### config.mk
export PLATFORM = sky130hd
export DESIGN_NAME = cpu_clkgen
export DESIGN_NICKNAME = d
export VERILOG_FILES = /design/src/rtl/clkgen_pkg.sv /design/src/rtl/cpu_rate_select.sv /design/src/rtl/cpu_cycle_timer.sv /design/src/rtl/cpu_phase_shaper.sv /design/src/rtl/cpu_clkgen.sv
export SDC_FILE = /design/constraint.sdc
export NUM_CORES = 1
export LEC_CHECK = 0
export BUFFER_PORTS_ARGS = -buffer_cell sky130_fd_sc_hd__buf_2
export CAP_MARGIN = 40
export CORE_ASPECT_RATIO = 1.5
export CORE_MARGIN = 2
export CORE_UTILIZATION = 50
export CTS_CLUSTER_DIAMETER = 120
export DETAILED_ROUTE_END_ITERATION = 10
export PLACE_DENSITY = 0.69
export SYNTH_ARGS = -nofsm -noshare
export SYNTH_HDL_FRONTEND = slang
export SYNTH_SLANG_ARGS = --single-unit
### constraint.sdc
create_clock -name clk -period 5.65 [get_ports clk]
set_input_delay 0 -clock clk [delete_from_list [all_inputs] [get_ports clk]]
set_output_delay 0 -clock clk [all_outputs]
set_load 0.1 [all_outputs]
### src/rtl/clkgen_pkg.sv
package clkgen_pkg;

    // Width of the fast speed code.
    parameter int CODE_W    = 4;
    // Cycle length for code k is k + DIV_OFS master clocks.
    parameter int DIV_OFS   = 2;
    // The slow length equals the length of this code.
    parameter int SLOW_CODE = 12;

    localparam int NUM_CODES = 1 << CODE_W;
    localparam int MAX_DIV   = NUM_CODES - 1 + DIV_OFS;
    localparam int MIN_DIV   = DIV_OFS;
    localparam int CNT_W     = $clog2(MAX_DIV + 1);
    localparam int SLOW_DIV  = SLOW_CODE + DIV_OFS;

    typedef logic [CODE_W-1:0] code_t;
    typedef logic [CNT_W-1:0]  cnt_t;

    // What picked the length of a cycle.
    typedef enum logic [1:0] {
        SRC_FAST   = 2'd0,
        SRC_FORCED = 2'd1,
        SRC_ACCESS = 2'd2,
        SRC_RESET  = 2'd3
    } rate_src_e;

    // Rate chosen for one processor cycle.
    typedef struct packed {
        cnt_t      div;
        logic      slow;
        rate_src_e src;
    } rate_sel_t;

    // Cycle position state.
    typedef struct packed {
        cnt_t      cnt;
        rate_sel_t sel;
    } cyc_state_t;

    function automatic cnt_t div_of_code(input code_t code);
        return cnt_t'(code) + cnt_t'(DIV_OFS);
    endfunction

    // Clocks of the low phase: the larger half for odd lengths.
    function automatic cnt_t low_len(input cnt_t div);
        return cnt_t'((div + cnt_t'(1)) >> 1);
    endfunction

    function automatic rate_sel_t reset_sel();
        rate_sel_t s;
        s.div  = cnt_t'(SLOW_DIV);
        s.slow = 1'b1;
        s.src  = SRC_RESET;
        return s;
    endfunction

endpackage

### src/rtl/cpu_rate_select.sv
module cpu_rate_select
    import clkgen_pkg::*;
(
    input  code_t     div_code,
    input  logic      force_slow,
    input  logic      slow_req,
    output rate_sel_t sel
);

    // The override has priority over the per-access request. Both give
    // the same length and differ only in the recorded source.
    always_comb begin
        if (force_slow) begin
            sel.div  = cnt_t'(SLOW_DIV);
            sel.slow = 1'b1;
            sel.src  = SRC_FORCED;
        end else if (slow_req) begin
            sel.div  = cnt_t'(SLOW_DIV);
            sel.slow = 1'b1;
            sel.src  = SRC_ACCESS;
        end else begin
            sel.div  = div_of_code(div_code);
            sel.slow = 1'b0;
            sel.src  = SRC_FAST;
        end
    end

endmodule

### src/rtl/cpu_cycle_timer.sv
module cpu_cycle_timer
    import clkgen_pkg::*;
(
    input  logic       clk,
    input  logic       rst,
    input  rate_sel_t  sel_in,
    output cyc_state_t cur,
    output cyc_state_t nxt
);

    cyc_state_t st_q;
    logic       at_end;

    // The last clock of a cycle is the only place a new rate is taken.
    assign at_end = (st_q.cnt == st_q.sel.div - cnt_t'(1));

    always_comb begin
        if (at_end) begin
            nxt.cnt = '0;
            nxt.sel = sel_in;
        end else begin
            nxt.cnt = st_q.cnt + cnt_t'(1);
            nxt.sel = st_q.sel;
        end
    end

    always_ff @(posedge clk) begin
        if (rst) begin
            st_q.cnt <= '0;
            st_q.sel <= reset_sel();
        end else begin
            st_q <= nxt;
        end
    end

    assign cur = st_q;

endmodule

### src/rtl/cpu_phase_shaper.sv
module cpu_phase_shaper
    import clkgen_pkg::*;
(
    input  logic       clk,
    input  logic       rst,
    input  cyc_state_t nxt,
    output logic       phi2,
    output logic       cyc_end
);

    logic phi2_d;
    logic end_d;

    // Outputs are decoded from the next state and registered, so that
    // both reach the pins straight from flops.
    always_comb begin
        phi2_d = (nxt.cnt >= low_len(nxt.sel.div));
        end_d  = (nxt.cnt == nxt.sel.div - cnt_t'(1));
    end

    always_ff @(posedge clk) begin
        if (rst) begin
            phi2    <= 1'b0;
            cyc_end <= 1'b0;
        end else begin
            phi2    <= phi2_d;
            cyc_end <= end_d;
        end
    end

endmodule

### src/rtl/cpu_clkgen.sv
module cpu_clkgen
    import clkgen_pkg::*;
(
    input  logic              clk,
    input  logic              rst,
    input  logic [CODE_W-1:0] div_code,
    input  logic              force_slow,
    input  logic              slow_req,
    output logic              cpu_phi2,
    output logic              cpu_cyc_end,
    output logic              rate_slow
);

    rate_sel_t  sel_w;
    cyc_state_t cur_w;
    cyc_state_t nxt_w;

    cpu_rate_select u_sel (
        .div_code   (div_code),
        .force_slow (force_slow),
        .slow_req   (slow_req),
        .sel        (sel_w)
    );

    cpu_cycle_timer u_timer (
        .clk    (clk),
        .rst    (rst),
        .sel_in (sel_w),
        .cur    (cur_w),
        .nxt    (nxt_w)
    );

    cpu_phase_shaper u_shape (
        .clk     (clk),
        .rst     (rst),
        .nxt     (nxt_w),
        .phi2    (cpu_phi2),
        .cyc_end (cpu_cyc_end)
    );

    assign rate_slow = cur_w.sel.slow;

endmodule

======== Word level (Yosys, flattened, before mapping) ========
Cells that the tools add are included.
word-level totals
  word-level logic and storage cells ...... 17
  bits in latches ......................... 0
  RAM bits ................................ 0
  input bits .............................. 8
  memories ................................ 0
  ROM bits ................................ 0
  flip-flop bits (word level) ............. 15
  output and inout bits ................... 3
operators by class
  $lt $le $gt $ge ......................... 1
  add/sub/neg operators ................... 5
  reduce and logical (&&, ||, !) cells .... 0
  bitwise operators ....................... 0
  eq/ne operators ......................... 2
  multiplexer cells ....................... 3
  div/mod/pow operators ................... 0
  shift operators ......................... 0
  multipliers ............................. 0
operator list
  operator                                          number
  2-to-1 mux 8 bit                                  2
  2-to-1 mux 13 bit                                 1
  adder 5 x 1 -> 5 bit, second input constant       2
  equality test 5 bit                               2
  subtractor 5 x 1 -> 5 bit, second input constant  2
  adder 4 x 2 -> 5 bit, second input constant       1
  >= comparator 5 x 4 -> 1 bit                      1

======== Logic depth before layout (Yosys ltp) ========
  depth in word-level cells ............... 6
  mapped depth ............................ 17
  depth with buffers taken out ............ 15

======== Cells and area by module ========
Synthesis repeated with hierarchy kept, for this count alone.
second synthesis, totals
  cells, all modules ...................... 133
  area total of the unflattened synthesis .. 1174.9 um2
modules (own cells, without submodules)
  module            area each (um2)  cells an instance  instances
  cpu_cycle_timer   782.0            84                 1
  cpu_phase_shaper  319.1            38                 1
  cpu_rate_select   73.8             11                 1

======== Least setup slack after synthesis ========
OpenSTA, ideal clock, no wires.
  path type ............................... register -> register
  from .................................... reg u_timer.st_q, in the netlist u_timer.cur[3]
  to ...................................... reg u_shape.phi2
  cell stages (with the launch flop) ...... 17
  slack ................................... 2.088 ns
  data arrival time ....................... 3.434 ns
  cells stage by stage .................... dfxtp_1 inv_1 ha_1 nand2b_1 a32o_1 or4_1 buf_2 buf_6 buf_6 a21oi_2 ha_1 ha_1 nand2b_1 a21o_1 a21o_1 a221oi_1 nor2_1
on the way
  longest elaborated chain between the ends .. 5
ends and longest elaborated chain
  element                         line                    source
  from (decl)                     cpu_cycle_timer.sv:11   cyc_state_t st_q;
  from (signal assigned)          cpu_cycle_timer.sv:32   st_q <= nxt;
  subtractor 5 x 1 -> 5 bit       cpu_cycle_timer.sv:15   assign at_end = (st_q.cnt == st_q.sel.div - cnt_t'(1));
  equality test 5 bit             cpu_cycle_timer.sv:15
  2-to-1 mux 13 bit *             cpu_cycle_timer.sv:18   if (at_end) begin
  adder 5 x 1 -> 5 bit            clkgen_pkg.sv:46        return cnt_t'((div + cnt_t'(1)) >> 1);
  >= comparator 5 x 4 -> 1 bit *  cpu_phase_shaper.sv:17  phi2_d = (nxt.cnt >= low_len(nxt.sel.div));
  to (signal assigned)            cpu_phase_shaper.sv:26  phi2 <= phi2_d;
  to (decl)                       cpu_phase_shaper.sv:7   output logic phi2,
Every way passes the cells marked *; elsewhere a longest branch is shown, timed or not.
A chain may end at the register's enable or synchronous reset.

======== Final worst setup path ========
Ends and elaborated chain as after synthesis.

==> metrics.yaml <==
path_class: "flip-flop to flip-flop"
grt_max_degree: 27
avgRoutedWirePerCell_um: 13.7
clock-skew-final_ns: 0.00215
final_hold_viol_count: 0
status: "finished, final reports clean"
routed_wl_mm: 2.16
fmax_mhz: 248
p_per_area_nw_per_um2: 169
crit_path_max_fanout: 26
reg2reg_slack_ns: 1.61
vdd_drop_max_uv: 121
critPathMaxStageDelay_ns: 0.91
slowest_stage: "or4_1"
path_common_cell: "ha_1"
synth.ff_latch_count: 13
die_h_um: 60.9
synth_edf_count: 0
portBuffers: 10
setup_viol_count_final: 0
total_leakage_power_nw: 0.499
gp_congestion: 0.907
cts_resized: 0
syn2layout_area_growth_pct: 4.63
critPathLaunchType: "flip-flop"
cts_hold_buf: 0
cts-root-buf: "clkbuf_4"
syn-mean-instance-area_sq_um: 8.44
coreArea_sq_um: 2030
cts.sinks: 13
diodes: 0
synth_cell_types: 37
dp_hpwl_mm: 1.70
multi_input_area_sq_um: 739
dieWidth_um: 41.9
drv_cap: 0
finalSetupTns_ns: 0
end_kind: "flip-flop"
grt_pass1_wl_mm: 3.79
path_cells: "inv_1, ha_1, nand2b_1, a32o_1, or4_1, nor2_1, a21oi_2, ha_1, ha_1, nand2b_1, a21o_1, a21o_1, a221oi_1, nor2_1"
yosysSeqAreaShare_pct: 24.1
first_global_vias: 904
antenna_found_initial: 0
required_ns: 5.83
final_cell_mix: "nor2_1 (16), dfxtp_1 (13), xnor2_1 (11), a21oi_1 (10), buf_2 (10)"
synth_flop_cell: "dfxtp_1"
grtUsageTotal_pct: 19.9
cp.arrival_ns: 4.22
dieArea_sq_um: 2560
num-fill-cells: 188
register_area_sq_um: 260
rows: 20
synth_area_sq_um: 1080
fin_crit_ns: 4.04
drtAntennaViolNets: 0
crit_family: "simple AND/OR/NAND/NOR gates"
hold_path.class: "input pin to flip-flop"
yosysWarnings: 0
grt_overflow: 0
tritoncts: "yes"
drive_gt1_share_pct: 14.7
slew_viol_final: 0
worstSkewPairLatency_ns: 0.29
crit_buf_inv: 1
post_drt_via_cell_ratio: 5.65
h-tree-depth: 1
rsz0062_at_grt: "no"
post-route-drc-count: 0
num_vias: 892
drt_iter0_markers: 15
holdWs_ns: 0.0400
slew_headroom_pct: 47.4
tightestPinTransition_ns: 0.788
final_nets: 154
final_common_cell: "nor2_1"
cts_post_setup_buffers_inserted: 0
synthArstFlopShare_pct: 0
layout_worst_path_cycle_share_pct: 71.5
io_pins: 11
syn_nets: 145
dr.pass1.iters: 4
cts_buffer_depth: 2
numCtsBuffers: 3
syn_inst: 128
clk_pin_slew_ns: 0.08
start_util_pct: 53.3
## metrics by stage
| stage | setup slack (ns) | instance area (sq um) | power [W] | std cells | util [%] |
|---|---|---|---|---|---|
| finish | 1.61 | 1130 | 0.000191 | 158 | 55.7 |
| detailed placement | 1.64 | 1100 | 0.000132 | 154 | 54.4 |
| global route | 1.40 | 1130 | 0.000200 | 158 | 55.7 |
| global placement | 1.69 | 1100 | 0.000131 | 154 | 54.4 |
| floorplan | 2.09 | 1080 | 0.000123 | 128 | - |
| CTS | 1.63 | 1130 | 0.000193 | 158 | 55.7 |
## cells by family (layout without fill, tap and decap cells)
logic type               after synthesis  in the layout  share of synthesized area (%)
buffers and inverters                 13             21                           7.42
XOR/XNOR                              20             20                           16.9
AND/OR/NAND/NOR                       47             47                           23.5
AO/OA/AOI/OAI                         25             25                           16.7
flip-flops                            13             13                           24.1
multiplexers                           1              1                          0.927
adder cells (fa/ha/maj)                9              9                           10.4
## per-layer routing
layer	vias to the layer above	track usage, %	part of all wire, %
met2	9	37.7	55
met4	0	12.9	2.4
met5	-	0	0
met3	5	2.68	1.6
met1	414	20.5	41
li1	464	-	-
## where the power goes
part	total [W]	internal, W	leakage, nW	switching [W]
clock network	0.0000611	0.0000275	0.0150	0.0000336
logic	0.0000335	0.0000147	0.379	0.0000187
registers	0.0000962	0.0000938	0.106	0.00000245
## synth_stat cells (2+ instances only)
cell type,n,area [sq um]
nor3b_1,3,22.5
a211o_1,3,26.3
nor3_1,6,30.0
a21o_1,2,15.0
nand2_1,2,7.51
o21ai_1,2,10.0
a21oi_1,10,50.1
nor2_1,16,60.1
and3_2,2,15.0
nand3_1,4,20.0
nand2b_1,5,31.3
dfxtp_1,13,260
ha_1,9,113
xor2_1,8,70.1
inv_1,7,26.3
xnor2_1,11,96.3
nor2b_1,2,12.5
buf_6,4,45.0
## state kept, by name (all words and copies together) (netlist names)
signal / flops
u_timer.cur: 11
u_shape.cyc_end: 1
u_shape.phi2: 1
## area by class of cell
type | count | area share (%)
Clock buffer | 4 | 2.33
Inverter | 7 | 2.33
Multi-Input combinational cell | 102 | 65.4
Timing Repair Buffer | 10 | 4.43
Sequential cell | 13 | 23.0
Tap cell | 22 | 2.44
## final timing paths
path,startpoint,endpoint,cells after the start
worst min register to register,u_timer.cur[2],u_timer.cur[2],1
worst max-delay path,u_timer.cur[3],u_shape.phi2,14
worst max register to register,u_timer.cur[3],u_shape.phi2,14
worst min-delay path,rst,u_timer.cur[10],2
No activity file was read; power rests on OpenSTA's default activity.
